$ cat src/rtl/msir_pkg.sv
package msir_pkg;

    localparam int MSG_W  = 32;
    localparam int RID_W  = 16;
    localparam int CTL_W  = 64;
    localparam int SIZE_W = 4;
    localparam logic [MSG_W-1:0] LAPIC_BASE = 32'hFEE0_0000;

    typedef enum logic [2:0] {
        DM_FIXED  = 3'b000,
        DM_ARB    = 3'b001,
        DM_SMI    = 3'b010,
        DM_LINT1  = 3'b011,
        DM_NMI    = 3'b100,
        DM_INIT   = 3'b101,
        DM_LINT0  = 3'b110,
        DM_EXTINT = 3'b111
    } dmode_e;

    typedef enum logic [1:0] {
        IC_ABORT = 2'b00,
        IC_PASS  = 2'b01,
        IC_REMAP = 2'b10,
        IC_RSVD  = 2'b11
    } ictl_e;

    typedef struct packed {
        logic [31:0]       root;
        logic [19:0]       rsvd;
        logic              lint1_ok;
        logic              lint0_ok;
        logic              extint_ok;
        logic              init_ok;
        logic              nmi_ok;
        logic [SIZE_W-1:0] size_exp;
        ictl_e             ictl;
        logic              remap_en;
    } devctl_t;

    typedef struct packed {
        logic [7:0] rsvd_hi;
        logic [7:0] vector;
        logic [7:0] dest;
        logic       rsvd_lo;
        logic       dst_mode;
        logic       req_eoi;
        logic [2:0] itype;
        logic       no_fault;
        logic       valid;
    } entry_t;

    typedef struct packed {
        logic [MSG_W-1:0] addr;
        logic [MSG_W-1:0] data;
    } msg_t;

    typedef enum logic [2:0] {
        ACT_FWD,
        ACT_PASS,
        ACT_FETCH,
        ACT_ABORT,
        ACT_UNSUP
    } act_e;

    function automatic msg_t build_remap(entry_t e);
        msg_t m;
        m.addr = LAPIC_BASE | {12'b0, e.dest, 12'b0}
                            | {28'b0, e.req_eoi, e.dst_mode, 2'b0};
        m.data = {21'b0, e.itype, e.vector};
        return m;
    endfunction

endpackage

$ cat src/rtl/msir_bound.sv
module msir_bound
    import msir_pkg::*;
#(
    parameter int IDX_W = 8
) (
    input  logic [IDX_W-1:0]  idx,
    input  logic [SIZE_W-1:0] size_exp,
    input  logic [31:0]       root,
    output logic              in_range,
    output logic [31:0]       fetch_addr
);
    always_comb begin
        if (32'(size_exp) >= IDX_W) begin
            in_range = 1'b1;
        end else begin
            in_range = ((idx >> size_exp) == '0);
        end
        fetch_addr = root + (32'(idx) << 2);
    end
endmodule

$ cat src/rtl/msir_dispatch.sv
module msir_dispatch
    import msir_pkg::*;
(
    input  devctl_t ctl,
    input  dmode_e  dmode,
    input  logic    in_range,
    output act_e    act
);
    function automatic act_e gate(logic ok);
        return ok ? ACT_PASS : ACT_ABORT;
    endfunction

    always_comb begin
        if (!ctl.remap_en) begin
            act = ACT_FWD;
        end else if (!in_range) begin
            act = ACT_ABORT;
        end else begin
            unique case (dmode)
                DM_FIXED, DM_ARB: begin
                    unique case (ctl.ictl)
                        IC_PASS:  act = ACT_PASS;
                        IC_REMAP: act = ACT_FETCH;
                        default:  act = ACT_ABORT;
                    endcase
                end
                DM_SMI:    act = ACT_UNSUP;
                DM_NMI:    act = gate(ctl.nmi_ok);
                DM_INIT:   act = gate(ctl.init_ok);
                DM_EXTINT: act = gate(ctl.extint_ok);
                DM_LINT0:  act = gate(ctl.lint0_ok);
                DM_LINT1:  act = gate(ctl.lint1_ok);
                default:   act = ACT_ABORT;
            endcase
        end
    end
endmodule

$ cat src/rtl/msir_status.sv
module msir_status (
    input  logic clk,
    input  logic rst,
    input  logic set_pulse,
    input  logic inval_all,
    output logic remapped_any,
    output logic inval_notify
);
    always_ff @(posedge clk) begin
        if (rst) begin
            remapped_any <= 1'b0;
            inval_notify <= 1'b0;
        end else begin
            remapped_any <= (remapped_any & ~inval_all) | set_pulse;
            inval_notify <= inval_all;
        end
    end
endmodule

$ cat src/rtl/msir_top.sv
module msir_top
    import msir_pkg::*;
#(
    parameter int IDX_W = 8
) (
    input  logic             clk,
    input  logic             rst,
    input  logic             req_valid,
    output logic             req_ready,
    input  logic [MSG_W-1:0] req_addr,
    input  logic [MSG_W-1:0] req_data,
    input  logic [RID_W-1:0] req_rid,
    input  logic             req_len4,
    output logic             dev_req,
    output logic [RID_W-1:0] dev_id,
    input  logic             dev_ack,
    input  logic [CTL_W-1:0] dev_ctl,
    output logic             mem_req,
    output logic [31:0]      mem_addr,
    input  logic             mem_ack,
    input  logic [31:0]      mem_rdata,
    output logic             out_valid,
    output logic [MSG_W-1:0] out_addr,
    output logic [MSG_W-1:0] out_data,
    output logic             out_abort,
    output logic             out_unsup,
    input  logic             inval_all,
    output logic             inval_notify,
    output logic             remapped_any
);
    typedef enum logic [1:0] {S_IDLE, S_DEV, S_MEM} state_e;

    state_e           state;
    msg_t             msg_q;
    logic [RID_W-1:0] rid_q;
    logic [31:0]      faddr_q;
    msg_t             out_q;
    logic             stat_set_q;

    devctl_t          ctl;
    logic             in_range;
    logic [31:0]      fetch_addr;
    act_e             act;
    entry_t           entry;

    assign ctl   = devctl_t'(dev_ctl);
    assign entry = entry_t'(mem_rdata);

    msir_bound #(.IDX_W(IDX_W)) i_bound (
        .idx        (msg_q.data[IDX_W-1:0]),
        .size_exp   (ctl.size_exp),
        .root       (ctl.root),
        .in_range   (in_range),
        .fetch_addr (fetch_addr)
    );

    msir_dispatch i_dispatch (
        .ctl      (ctl),
        .dmode    (dmode_e'(msg_q.data[10:8])),
        .in_range (in_range),
        .act      (act)
    );

    msir_status i_status (
        .clk          (clk),
        .rst          (rst),
        .set_pulse    (out_valid & stat_set_q),
        .inval_all    (inval_all),
        .remapped_any (remapped_any),
        .inval_notify (inval_notify)
    );

    assign req_ready = (state == S_IDLE);
    assign dev_req   = (state == S_DEV);
    assign dev_id    = rid_q;
    assign mem_req   = (state == S_MEM);
    assign mem_addr  = faddr_q;
    assign out_addr  = out_q.addr;
    assign out_data  = out_q.data;

    always_ff @(posedge clk) begin
        if (rst) begin
            state      <= S_IDLE;
            msg_q      <= '0;
            rid_q      <= '0;
            faddr_q    <= '0;
            out_q      <= '0;
            out_valid  <= 1'b0;
            out_abort  <= 1'b0;
            out_unsup  <= 1'b0;
            stat_set_q <= 1'b0;
        end else begin
            out_valid  <= 1'b0;
            stat_set_q <= 1'b0;
            unique case (state)
                S_IDLE: begin
                    if (req_valid) begin
                        msg_q <= '{addr: req_addr, data: req_data};
                        rid_q <= req_rid;
                        if (req_len4) begin
                            state <= S_DEV;
                        end else begin
                            out_valid <= 1'b1;
                            out_q     <= '{addr: req_addr, data: req_data};
                            out_abort <= 1'b1;
                            out_unsup <= 1'b0;
                        end
                    end
                end
                S_DEV: begin
                    if (dev_ack) begin
                        faddr_q <= fetch_addr;
                        if (act == ACT_FETCH) begin
                            state <= S_MEM;
                        end else begin
                            state      <= S_IDLE;
                            out_valid  <= 1'b1;
                            out_q      <= msg_q;
                            out_abort  <= (act == ACT_ABORT);
                            out_unsup  <= (act == ACT_UNSUP);
                            stat_set_q <= (act == ACT_PASS);
                        end
                    end
                end
                S_MEM: begin
                    if (mem_ack) begin
                        state      <= S_IDLE;
                        out_valid  <= 1'b1;
                        out_unsup  <= 1'b0;
                        out_abort  <= !entry.valid;
                        stat_set_q <= entry.valid;
                        out_q      <= entry.valid ? build_remap(entry) : msg_q;
                    end
                end
                default: state <= S_IDLE;
            endcase
        end
    end
endmodule

$ cat config.mk
export PLATFORM = sky130hd
export DESIGN_NAME = msir_top
export DESIGN_NICKNAME = d
export VERILOG_FILES = /design/src/rtl/msir_pkg.sv /design/src/rtl/msir_bound.sv /design/src/rtl/msir_dispatch.sv /design/src/rtl/msir_status.sv /design/src/rtl/msir_top.sv
export SDC_FILE = /design/constraint.sdc
export NUM_CORES = 1
export LEC_CHECK = 0
export BUFFER_PORTS_ARGS = -buffer_cell sky130_fd_sc_hd__buf_4
export CORE_ASPECT_RATIO = 0.5
export CORE_MARGIN = 3
export CORE_UTILIZATION = 54
export CTS_CLUSTER_DIAMETER = 50
export DETAILED_ROUTE_END_ITERATION = 6
export PLACE_DENSITY = 0.86
export REMOVE_ABC_BUFFERS = 1
export SYNTH_ARGS = -nofsm -noshare
export SYNTH_HDL_FRONTEND = slang
export SYNTH_HIERARCHICAL = 1
export SYNTH_SLANG_ARGS = --single-unit
$ cat constraint.sdc
create_clock -name clk -period 7.4 [get_ports clk]
set_input_delay 1.48 -clock clk [delete_from_list [all_inputs] [get_ports clk]]
set_output_delay 1.48 -clock clk [all_outputs]
set_load 0.01 [all_outputs]
==> results.yml <==
status:
  outcome: "completed"
job:
  max_cap_viol_count: 0
synthesis:
  yosysSeqAreaShare: 0.429
  synth-seq-cells: 184
  synth_top_area_frac: 0.429
  yosysWarnings: 6
  synth_edf_count: 0
  netlist_top_cells_area: "dfxtp_1 43%, a21oi_1 12%, nand2_1 10%"
  async_reset_ff_frac: 0
  synthCells: 1009
  synth.distinct_cells: 59
  syn-cell-area_um2: 8580
  syn_area_per_cell_um2: 8.50
  synth_area_leader_cell: "dfxtp_1"
  synth-main-ff-cell: "dfxtp_1"
route:
  wl_per_cell_um: 17.8
  drtIter0Drc: 811
  ant_nets: 0
  vias: 8448
  drc: 0
  viasPerCell: 5.90
  drt_pre_antenna_iters: 6
  drt-total-wl_um: 25500
die:
  core-area_um2: 15000
  initial_core_util: 0.572
  core.rowCount: 31
  die_h_um: 95.1
  dieArea_um2: 17500
  die_w_um: 184
  io_pins: 303
clock_network:
  cts_root_buf: "clkbuf_16"
  clkSinkCount: 184
  cts_tree: "built"
  cts_buffer_depth: 2
  cts_made_buffers: 17
  clk_latency_ps: 420
  cts_resized: 0
  htreeDepth: 4
  post-cts-setup-buffers: 0
  path_clk_slew_ps: 60
  cts.hold.buffers_added: 0
layout:
  fin_cells: 1431
  postLayoutCoreUtil: 0.735
  diodes: 0
  areaGrowthSynthToFinish_pct: 28.6
  nets: 1416
  drive_gt1_frac: 0.307
worst_hold_path:
  hold_path_class: "flip-flop to flip-flop"
power:
  intPower_uw: 1830
  pwr-share-clk: 0.342
  cellPowerDensity_nw_per_um2: 237
  ir_drop_uv: 179
  pwr-share-comb: 0.227
  p_seq_frac: 0.432
  switchingPower_uw: 791
  switching_share: 0.302
  leakagePower_uw: 0.00447
timing:
  period_share: 0.595
  totalNegativeSetupSlack_ps: 0
  finalSetupViolations: 0
  finalHoldViolCount: 0
  worst_pin_slew_ps: 1230
  finClkSkew_ps: 9.47
  layout_setup_ws_ps: 3000
  min_period_ps: 4400
  slew_headroom: 0.182
  slew_violations: 0
  fmax_mhz: 227
  rsz0062_at_grt: "no"
global_route:
  grt_max_degree: 103
  grt_pass1_wl_um: 39800
  grtUsageTotal: 0.278
  grt_antenna_before_repair: 0
  grt_overflow: 0
  grt_pass1_vias: 8115
setup_path:
  required_ps: 7640
  critPathMaxFanout: 65
  cp-start-kind: "primary input"
  arrival_ps: 4640
  crit_path_end_kind: "flip-flop"
  path_class: "primary input to flip-flop"
placement:
  placed_cells: 1399
  routabilityCongestion: 0.834
  pre_cts_slack_ps: 2790
  numPortBuffers: 272
  detailed_place_hpwl_um: 16600
==> flip-flops by register name, indices dropped and copies added (netlist names) <==
name and cells:
out_unsup 1, out_addr 32, out_abort 1, i_status/inval_notify 1, stat_set_q 1, state 2
mem_addr 32, i_status/remapped_any 1, dev_id 16, msg_q 64, out_valid 1, out_data 32
==> synthesized netlist by cell type (all sizes together) (2+ instances only) <==
master	count
nand2	234
a21oi	211
dfxtp	184
a211oi	67
clkbuf	55
a22oi	33
buf	33
nor2	25
a222oi	22
xor2	18
inv	14
ha	12
nor3	11
xnor2	10
nor2b	9
nand3	7
o21ai	7
nand2b	6
nor4	6
a21o	4
a21boi	3
a31oi	3
and2	3
nand4	3
o211ai	3
and3	2
mux2i	2
nor4b	2
or3	2
==> power groups by stage <==
| stage | Clock, uW | Sequential, uW | Combinational, uW |
|---|---|---|---|
| 2_1_floorplan | 0 | 1170 | 288 |
| 3_3_place_gp | 0 | 1150 | 572 |
| 3_5_place_dp | 0 | 1150 | 589 |
| 4_1_cts | 906 | 1130 | 591 |
| 5_1_grt | 939 | 1140 | 643 |
| 6_report | 894 | 1130 | 593 |
==> cells by family (layout without fill, tap and decap cells) <==
family,after synthesis,count (layout),share of synthesized area
fa+ha+maj,13,13,0.0198
flops,184,184,0.429
mux,2,2,0.00233
compound gates,361,361,0.290
simple gates,319,319,0.167
buf+inv,102,326,0.0631
xor+xnor,28,28,0.0286
==> cells in the final DEF, fill, tap and decap left out, types with 3 or more instances in the layout <==
cell type  instances
a211oi_2          50
o21ai_1            3
a21o_1             4
a22oi_1           33
buf_4            279
xor2_1            18
nor2_1            24
clkinv_4           4
clkbuf_16         17
nand3_1            7
nor3_1            10
o21ai_0            4
inv_6              4
inv_1             13
nor4_1             5
xnor2_1           10
a31oi_1            3
dfxtp_1          184
o211ai_1           3
a211oi_1          16
a222oi_1          22
nand2_1          233
nor2b_1            7
a21oi_1          210
nand2b_1           6
ha_1              12
==> final timing paths <==
path,startpoint,end,slack (ps),depth (start not counted)
worst max-delay path,dev_ctl[3],out_data[24],3000,13
worst min-delay path,dev_id[10],dev_id[10],450,2
worst max register to register,msg_q[0],out_data[24],3820,11
worst min register to register,dev_id[10],dev_id[10],450,2
==> critical path, stage by stage <==
cell and delay [ps]:
buf_4 110, inv_1 70, a21oi_1 60, o21ai_0 200
nand2b_1 110, a31o_2 270, nor2b_1 140, a21boi_0 470
and4bb_4 340, a211o_1 270, nor2_4 80, buf_4 820
a211oi_2 190
==> metal layers <==
layer	wire (um)	up-vias	global-route usage	part of all wire
li1	-	3993	-	-
met2	12700	370	0.498	0.50
met5	0	-	0	0
met1	10200	4015	0.332	0.40
met4	867	0	0.118	0.034
met3	1760	70	0.0526	0.069
==> metrics by stage <==
| step | hold slack, ps | total power, uW | instance area (um2) |
|---|---|---|---|
| after floorplan | 430 | 1460 | 8090 |
| after global placement | 441 | 1720 | 10500 |
| after detailed placement | 448 | 1740 | 10500 |
| after CTS | 457 | 2630 | 11000 |
| after global routing | 468 | 2720 | 11000 |
| final | 454 | 2620 | 11000 |
==> cell type report <==
class                   count  area [um2]
clock inverters            11         113
clock buffers              21         460
inverters                  14        52.6
fillers                  1112        3980
well taps                 198         248
multi-input cells         723        4370
repair buffers            280        2110
flip-flops and latches    184        3680
(Power assumes the default switching activity.)
